[src/rtl/reg_write_lock_pkg.sv]
package reg_write_lock_pkg;
  localparam int unsigned NUM_KEYS = 2;

  typedef enum logic [0:0] {
    KEY_FIRST  = 1'b0,
    KEY_SECOND = 1'b1
  } key_idx_e;
endpackage

[src/rtl/key_slot.sv]
module key_slot #(
  parameter int unsigned          ADDR_W    = 8,
  parameter int unsigned          DATA_W    = 32,
  parameter logic [ADDR_W-1:0]    SLOT_ADDR = '0,
  parameter logic [DATA_W-1:0]    SLOT_VAL  = '0
) (
  input  logic              clk_i,
  input  logic              rst_ni,
  input  logic              wr_en_i,
  input  logic [ADDR_W-1:0] addr_i,
  input  logic [DATA_W-1:0] wdata_i,
  output logic              hit_o,
  output logic              match_o
);
  logic match_q;

  assign hit_o = (addr_i == SLOT_ADDR);

  // only the comparison result is kept, not the word itself
  always_ff @(posedge clk_i or negedge rst_ni) begin
    if (!rst_ni)                match_q <= 1'b0;
    else if (wr_en_i && hit_o)  match_q <= (wdata_i == SLOT_VAL);
  end

  assign match_o = match_q;


  match_rise_chk: assert property (@(posedge clk_i) disable iff (!rst_ni)
    $rose(match_o) |-> $past(wr_en_i && (addr_i == SLOT_ADDR) && (wdata_i == SLOT_VAL)));


  wrong_word_chk: assert property (@(posedge clk_i) disable iff (!rst_ni)
    (wr_en_i && (addr_i == SLOT_ADDR) && (wdata_i != SLOT_VAL)) |=> !match_o);


  idle_hold_chk: assert property (@(posedge clk_i) disable iff (!rst_ni)
    !wr_en_i |=> $stable(match_o));
endmodule

[src/rtl/write_gate.sv]
module write_gate #(
  parameter int unsigned ADDR_W = 8,
  parameter int unsigned DATA_W = 32
) (
  input  logic              clk_i,
  input  logic              rst_ni,
  input  logic              wr_en_i,
  input  logic              rd_en_i,
  input  logic [ADDR_W-1:0] addr_i,
  input  logic [DATA_W-1:0] wdata_i,
  input  logic              key_hit_i,
  input  logic              unlocked_i,
  output logic              reg_we_o,
  output logic              reg_re_o,
  output logic [ADDR_W-1:0] reg_addr_o,
  output logic [DATA_W-1:0] reg_wdata_o
);
  assign reg_we_o    = wr_en_i & ~key_hit_i & unlocked_i;
  assign reg_re_o    = rd_en_i;
  assign reg_addr_o  = addr_i;
  assign reg_wdata_o = wdata_i;


  locked_drop_chk: assert property (@(posedge clk_i) disable iff (!rst_ni)
    !unlocked_i |-> !reg_we_o);


  key_block_chk: assert property (@(posedge clk_i) disable iff (!rst_ni)
    key_hit_i |-> !reg_we_o);


  open_pass_chk: assert property (@(posedge clk_i) disable iff (!rst_ni)
    (wr_en_i && unlocked_i && !key_hit_i) |-> reg_we_o);
endmodule

[src/rtl/reg_write_lock.sv]
module reg_write_lock
  import reg_write_lock_pkg::*;
#(
  parameter int unsigned       ADDR_W    = 8,
  parameter int unsigned       DATA_W    = 32,
  parameter logic [ADDR_W-1:0] KEY0_ADDR = 8'h6C,
  parameter logic [ADDR_W-1:0] KEY1_ADDR = 8'h70,
  parameter logic [DATA_W-1:0] KEY0_VAL  = 32'h83E7_0B13,
  parameter logic [DATA_W-1:0] KEY1_VAL  = 32'h95A4_F1E0
) (
  input  logic              clk_i,
  input  logic              rst_ni,
  input  logic              wr_en_i,
  input  logic              rd_en_i,
  input  logic [ADDR_W-1:0] addr_i,
  input  logic [DATA_W-1:0] wdata_i,
  output logic              reg_we_o,
  output logic              reg_re_o,
  output logic [ADDR_W-1:0] reg_addr_o,
  output logic [DATA_W-1:0] reg_wdata_o,
  output logic              locked_o
);
  localparam logic [NUM_KEYS-1:0][ADDR_W-1:0] SLOT_ADDRS = {KEY1_ADDR, KEY0_ADDR};
  localparam logic [NUM_KEYS-1:0][DATA_W-1:0] SLOT_VALS  = {KEY1_VAL, KEY0_VAL};

  logic [NUM_KEYS-1:0] slot_hit;
  logic [NUM_KEYS-1:0] slot_match;
  logic                unlocked;

  for (genvar k = 0; k < NUM_KEYS; k++) begin : g_slot
    key_slot #(
      .ADDR_W    (ADDR_W),
      .DATA_W    (DATA_W),
      .SLOT_ADDR (SLOT_ADDRS[k]),
      .SLOT_VAL  (SLOT_VALS[k])
    ) u_slot (
      .clk_i   (clk_i),
      .rst_ni  (rst_ni),
      .wr_en_i (wr_en_i),
      .addr_i  (addr_i),
      .wdata_i (wdata_i),
      .hit_o   (slot_hit[k]),
      .match_o (slot_match[k])
    );
  end

  assign unlocked = &slot_match;
  assign locked_o = ~unlocked;

  write_gate #(
    .ADDR_W (ADDR_W),
    .DATA_W (DATA_W)
  ) u_gate (
    .clk_i       (clk_i),
    .rst_ni      (rst_ni),
    .wr_en_i     (wr_en_i),
    .rd_en_i     (rd_en_i),
    .addr_i      (addr_i),
    .wdata_i     (wdata_i),
    .key_hit_i   (|slot_hit),
    .unlocked_i  (unlocked),
    .reg_we_o    (reg_we_o),
    .reg_re_o    (reg_re_o),
    .reg_addr_o  (reg_addr_o),
    .reg_wdata_o (reg_wdata_o)
  );


  unlock_cause_chk: assert property (@(posedge clk_i) disable iff (!rst_ni)
    $fell(locked_o) |-> $past(wr_en_i && ((addr_i == KEY0_ADDR) || (addr_i == KEY1_ADDR))));


  relock_chk: assert property (@(posedge clk_i) disable iff (!rst_ni)
    (wr_en_i && (((addr_i == KEY0_ADDR) && (wdata_i != KEY0_VAL)) ||
                 ((addr_i == KEY1_ADDR) && (wdata_i != KEY1_VAL)))) |=> locked_o);
endmodule

[config.mk]
export PLATFORM = sky130hd
export DESIGN_NAME = reg_write_lock
export DESIGN_NICKNAME = d
export VERILOG_FILES = /design/src/rtl/reg_write_lock_pkg.sv /design/src/rtl/key_slot.sv /design/src/rtl/write_gate.sv /design/src/rtl/reg_write_lock.sv
export SDC_FILE = /design/constraint.sdc
export NUM_CORES = 1
export LEC_CHECK = 0
export CORE_MARGIN = 4
export CORE_UTILIZATION = 25
export DETAILED_ROUTE_END_ITERATION = 10
export PLACE_DENSITY = 0.9
export SYNTH_ARGS = -nofsm -noshare
export SYNTH_HDL_FRONTEND = slang
export SYNTH_SLANG_ARGS = --single-unit
[constraint.sdc]
create_clock -name clk_i -period 1.8 [get_ports clk_i]
set_clock_uncertainty 0.1 [all_clocks]
set_input_delay 0.36 -clock clk_i [delete_from_list [all_inputs] [get_ports clk_i]]
set_output_delay 0.36 -clock clk_i [all_outputs]
set_load 0.02 [all_outputs]
==> results by stage <==
Outcome:
- The flow ran to the end, and the final reports show no timing, DRC or antenna violations.

Synth:
- For this run, the register share of the synthesized area comes to 0.0835.
- Ranked by total cell area, the synthesized netlist is headed by sky130_fd_sc_hd__buf_4 (51%), sky130_fd_sc_hd__dfrtp_1 (8.4%), sky130_fd_sc_hd__nor4bb_1 (5.0%), sky130_fd_sc_hd__nand4_1 (4.2%), sky130_fd_sc_hd__nor4b_4 (4.0%).
- Of all cell types, the one taking the most synthesized area is sky130_fd_sc_hd__buf_4.
- The synthesized area is between 500 and 600 µm².
- The count of distinct cell types in the synthesized netlist is 22.
- The share of synthesized area in the top cell type comes to 0.514.
- The register bit total from synthesis is 2.
- The most frequent cell after synthesis is sky130_fd_sc_hd__buf_4.
- When the netlist entered floorplanning its net count stood at ~120.
- The synthesized design contains 0 enable-type register cells.
- After synthesis, the most frequently instantiated cells are sky130_fd_sc_hd__buf_4 (41), sky130_fd_sc_hd__nand2_1 (4), sky130_fd_sc_hd__nand4_1 (4), sky130_fd_sc_hd__nor2_1 (4), sky130_fd_sc_hd__nor4bb_1 (3).
- The most used flip-flop cell after synthesis is sky130_fd_sc_hd__dfrtp_1.
- The cell count after synthesis came out at 77.
- Counting flops with an async set or reset pin after synthesis yields a share of 1.00.
- The number of synthesis warnings is 0.
- A synthesized cell averages about 8 µm².

CTS:
- The number of clock buffers added by TritonCTS is 3.
- The buffer type at the clock tree root is sky130_fd_sc_hd__clkbuf_4.
- Clock tree synthesis found a total of 2 sinks.
- The number of buffers on the longest clock path is 2.
- The count of hold buffers inserted by post-cts repair is 0.
- TritonCTS built the clock tree.
- In this run the number of H-tree levels came out at 1.
- The post-CTS clock slew at the launch and capture registers of the worst setup and hold paths is 0.03 ns.
- The clock insertion delay at the later pin of the skew report is ~0.22 ns.

Setup path:
- The worst register-to-register path has a setup slack of approximately 1.0 ns.
- The reg-to-reg critical path endpoint is g_slot[1].u_slot.match_o$_DFFE_PN0P_.
- In this run the worst setup path terminates at reg_we_o.
- The critical path start-end classification is in2out.
- At the worst endpoint, the required time is between 1 and 1.5 ns.
- The worst-path maximum fanout is 2.
- The number of cells on the worst reg-to-reg path is 2.
- The type of element launching the critical path is a primary input.
- The startpoint identified for the worst register-to-register timing path is g_slot[1].u_slot.match_o$_DFFE_PN0P_.
- The worst path arrival time is between 1 and 1.5 ns.
- The most critical setup path has its startpoint at addr_i[0].
- The endpoint class of the critical path is an output port.

Placed design:
- The half-perimeter wire length of the detailed placement result is 1970 µm.
- The pre-CTS setup slack is -0.631 ns.
- The routability congestion estimate from global placement is approximately 0.81.
- The total of buffers placed on input and output ports is 84.
- The cell area after placement is ~1300 µm².

Finish:
- The total of fill cells in the finished design is about 220.
- In the final layout, the share of cells above drive strength 1 is 0.284.
- The finished cells cover between 1000 and 1500 µm².
- Compared with the post-synthesis result, the final layout area differs by 128%.
- The number of antenna diodes in the final layout is 0.
- Measured on the finished design, the core utilization comes to 0.607.
- The final net count is 194.
- The number of flip-flops in the largest register is 2.

Power and ir drop:
- The power per standard cell area is between 300 and 400 nW/µm².
- Across the VDD grid, the largest voltage drop is between 0.00015 and 0.0002 V.
- The leakage power of the design is around 0.65 nW.

Routing:
- The detail route stage leaves a number of antenna-violating nets equal to 0.
- In the final routed layout, each cell accounts on average for between 10 and 15 µm.
- The detailed-router iteration count before antenna repair is 4.
- The starting DRC count in detailed routing is 12.
- After detailed routing, the number of vias per cell comes to approximately 4.5.
- The routed via count is 800.
- For this block, the routed nets add up to between 2000 and 2500 µm of wire.
- In the routed design, unresolved DRC markers number 0.

STA:
- The time the final worst path needs with I/O delays and setup is roughly 1.8 ns.
- Of the available clock period, the critical path in the final layout requires 0.984.
- The tightest slew margin relative to the limit is 0.801.
- The final max-slew violation count was 0.
- Setup violations remaining at the end of the flow were counted as 0.
- The worst hold-check slack is 0.200 ns.
- The final number of hold-violating endpoints came to 0.
- The smallest setup slack after layout is 0.0284 ns.
- Based on the critical path, the design can be clocked at up to 564 MHz.
- The pin slew with the least headroom to its limit is 0.295 ns.

GRT:
- The via count of the first global-routing pass is between 800 and 900.
- The number of antenna violations at the first check in global routing is 0.
- The combined global-route utilization of all metal layers is 0.148.
- The final global-route overflow total is 0.
- The largest net degree at the start of global routing is 4.
- The first global-routing pass estimated 3740 µm of wire.

Die:
- The initial utilization of the core area, before any placement, comes to 0.266.
- The total core area is roughly 2300 µm².
- The height of the chip is ~57 µm.
- Row generation in the floorplan step produced 17 rows.
- The full die area is about 3200 µm².
- For this design the top-level I/O count stands at 87.
- In this run the horizontal extent of the chip is between 50 and 60 µm.

Worst hold path:
- The kind of path behind the tightest hold check is in2async.

Job:
- Max-cap violations in this run came to 0.
-- per-layer routing --
metal | wire, µm | GRT usage | vias to the layer above
li1 | - | - | 376
met1 | 826 | 0.137 | 360
met2 | 1290 | 0.282 | 62
met3 | 274 | 0.0475 | 2
met4 | 25 | 0.0795 | 0
met5 | 0 | 0 | -
-- per-stage QoR --
step / instances / power, W / TNS (ns)
floorplan: 77 / 0.000194 / 0
global placement: 167 / 0.000352 / -5.68
detailed placement: 167 / 0.000357 / -6.17
CTS: 175 / 0.000432 / -0.0302
global route: 176 / 0.000456 / -0.0242
finish: 176 / 0.000424 / 0
-- what timing repair did --
item                                    in CTS  in global routing
endpoints found under the setup margin      42                  4
gates cloned                                 0                  0
pin swaps                                    4                 10
setup buffers                                5                  2
gates resized for setup                     61                 16
-- area by class of cell --
cell class | count | area (µm²) | area share
sequential | 2 | 50.0 | 0.0366
tap | 28 | 35.0 | 0.0256
inverter | 1 | 3.75 | 0.00274
clock buffer | 3 | 22.5 | 0.0165
multi-input combinational | 33 | 284 | 0.208
timing repair buffer | 109 | 972 | 0.711
-- worst max-delay path: stages --
cell	delay [ns]
sky130_fd_sc_hd__buf_4	0.12
sky130_fd_sc_hd__nor4b_4	0.28
sky130_fd_sc_hd__buf_4	0.17
sky130_fd_sc_hd__nand4_4	0.10
sky130_fd_sc_hd__nand2_2	0.08
sky130_fd_sc_hd__nor3_2	0.05
sky130_fd_sc_hd__buf_4	0.15
-- worst min-delay path by stage --
stage / from / to / cells past startpoint
after global placement: g_slot[1].u_slot.match_o$_DFFE_PN0P_ / g_slot[1].u_slot.match_o$_DFFE_PN0P_ / 2
after global routing: rst_ni / g_slot[1].u_slot.match_o$_DFFE_PN0P_ / 1
after CTS: rst_ni / g_slot[1].u_slot.match_o$_DFFE_PN0P_ / 1
after detailed placement: g_slot[1].u_slot.match_o$_DFFE_PN0P_ / g_slot[1].u_slot.match_o$_DFFE_PN0P_ / 2
final: rst_ni / g_slot[1].u_slot.match_o$_DFFE_PN0P_ / 1
after floorplan: rst_ni / g_slot[0].u_slot.match_o$_DFFE_PN0P_ / 0
-- logic make-up after synthesis --
logic type / count (synthesis) / synth area share
compound gates: 4 / 0.0564
flops: 2 / 0.0835
buf+inv: 42 / 0.520
simple gates: 29 / 0.340
-- cells in the final DEF (no fill, tap or decap), drive strengths merged, types with 2 or more instances in the layout --
master | netlist | routed
clkbuf | 0 | 5
nand2 | 4 | 4
nor2 | 4 | 4
nand3 | 2 | 2
buf | 41 | 28
nor4bb | 3 | 3
dfrtp | 2 | 2
o21ai | 2 | 2
dlygate4sd2 | 0 | 40
nor3 | 2 | 2
clkdlybuf4s50 | 0 | 35
nand4 | 5 | 5
nor4b | 3 | 3
dlymetal6s2s | 0 | 3
-- where the power goes --
part	switching (W)	leakage, nW	internal [W]
combinational	0.000125	0.608	0.000156
clock	0.0000254	0.0138	0.0000735
sequential	0.00000000000000118	0.0280	0.0000453
(Power assumes the default switching activity.)
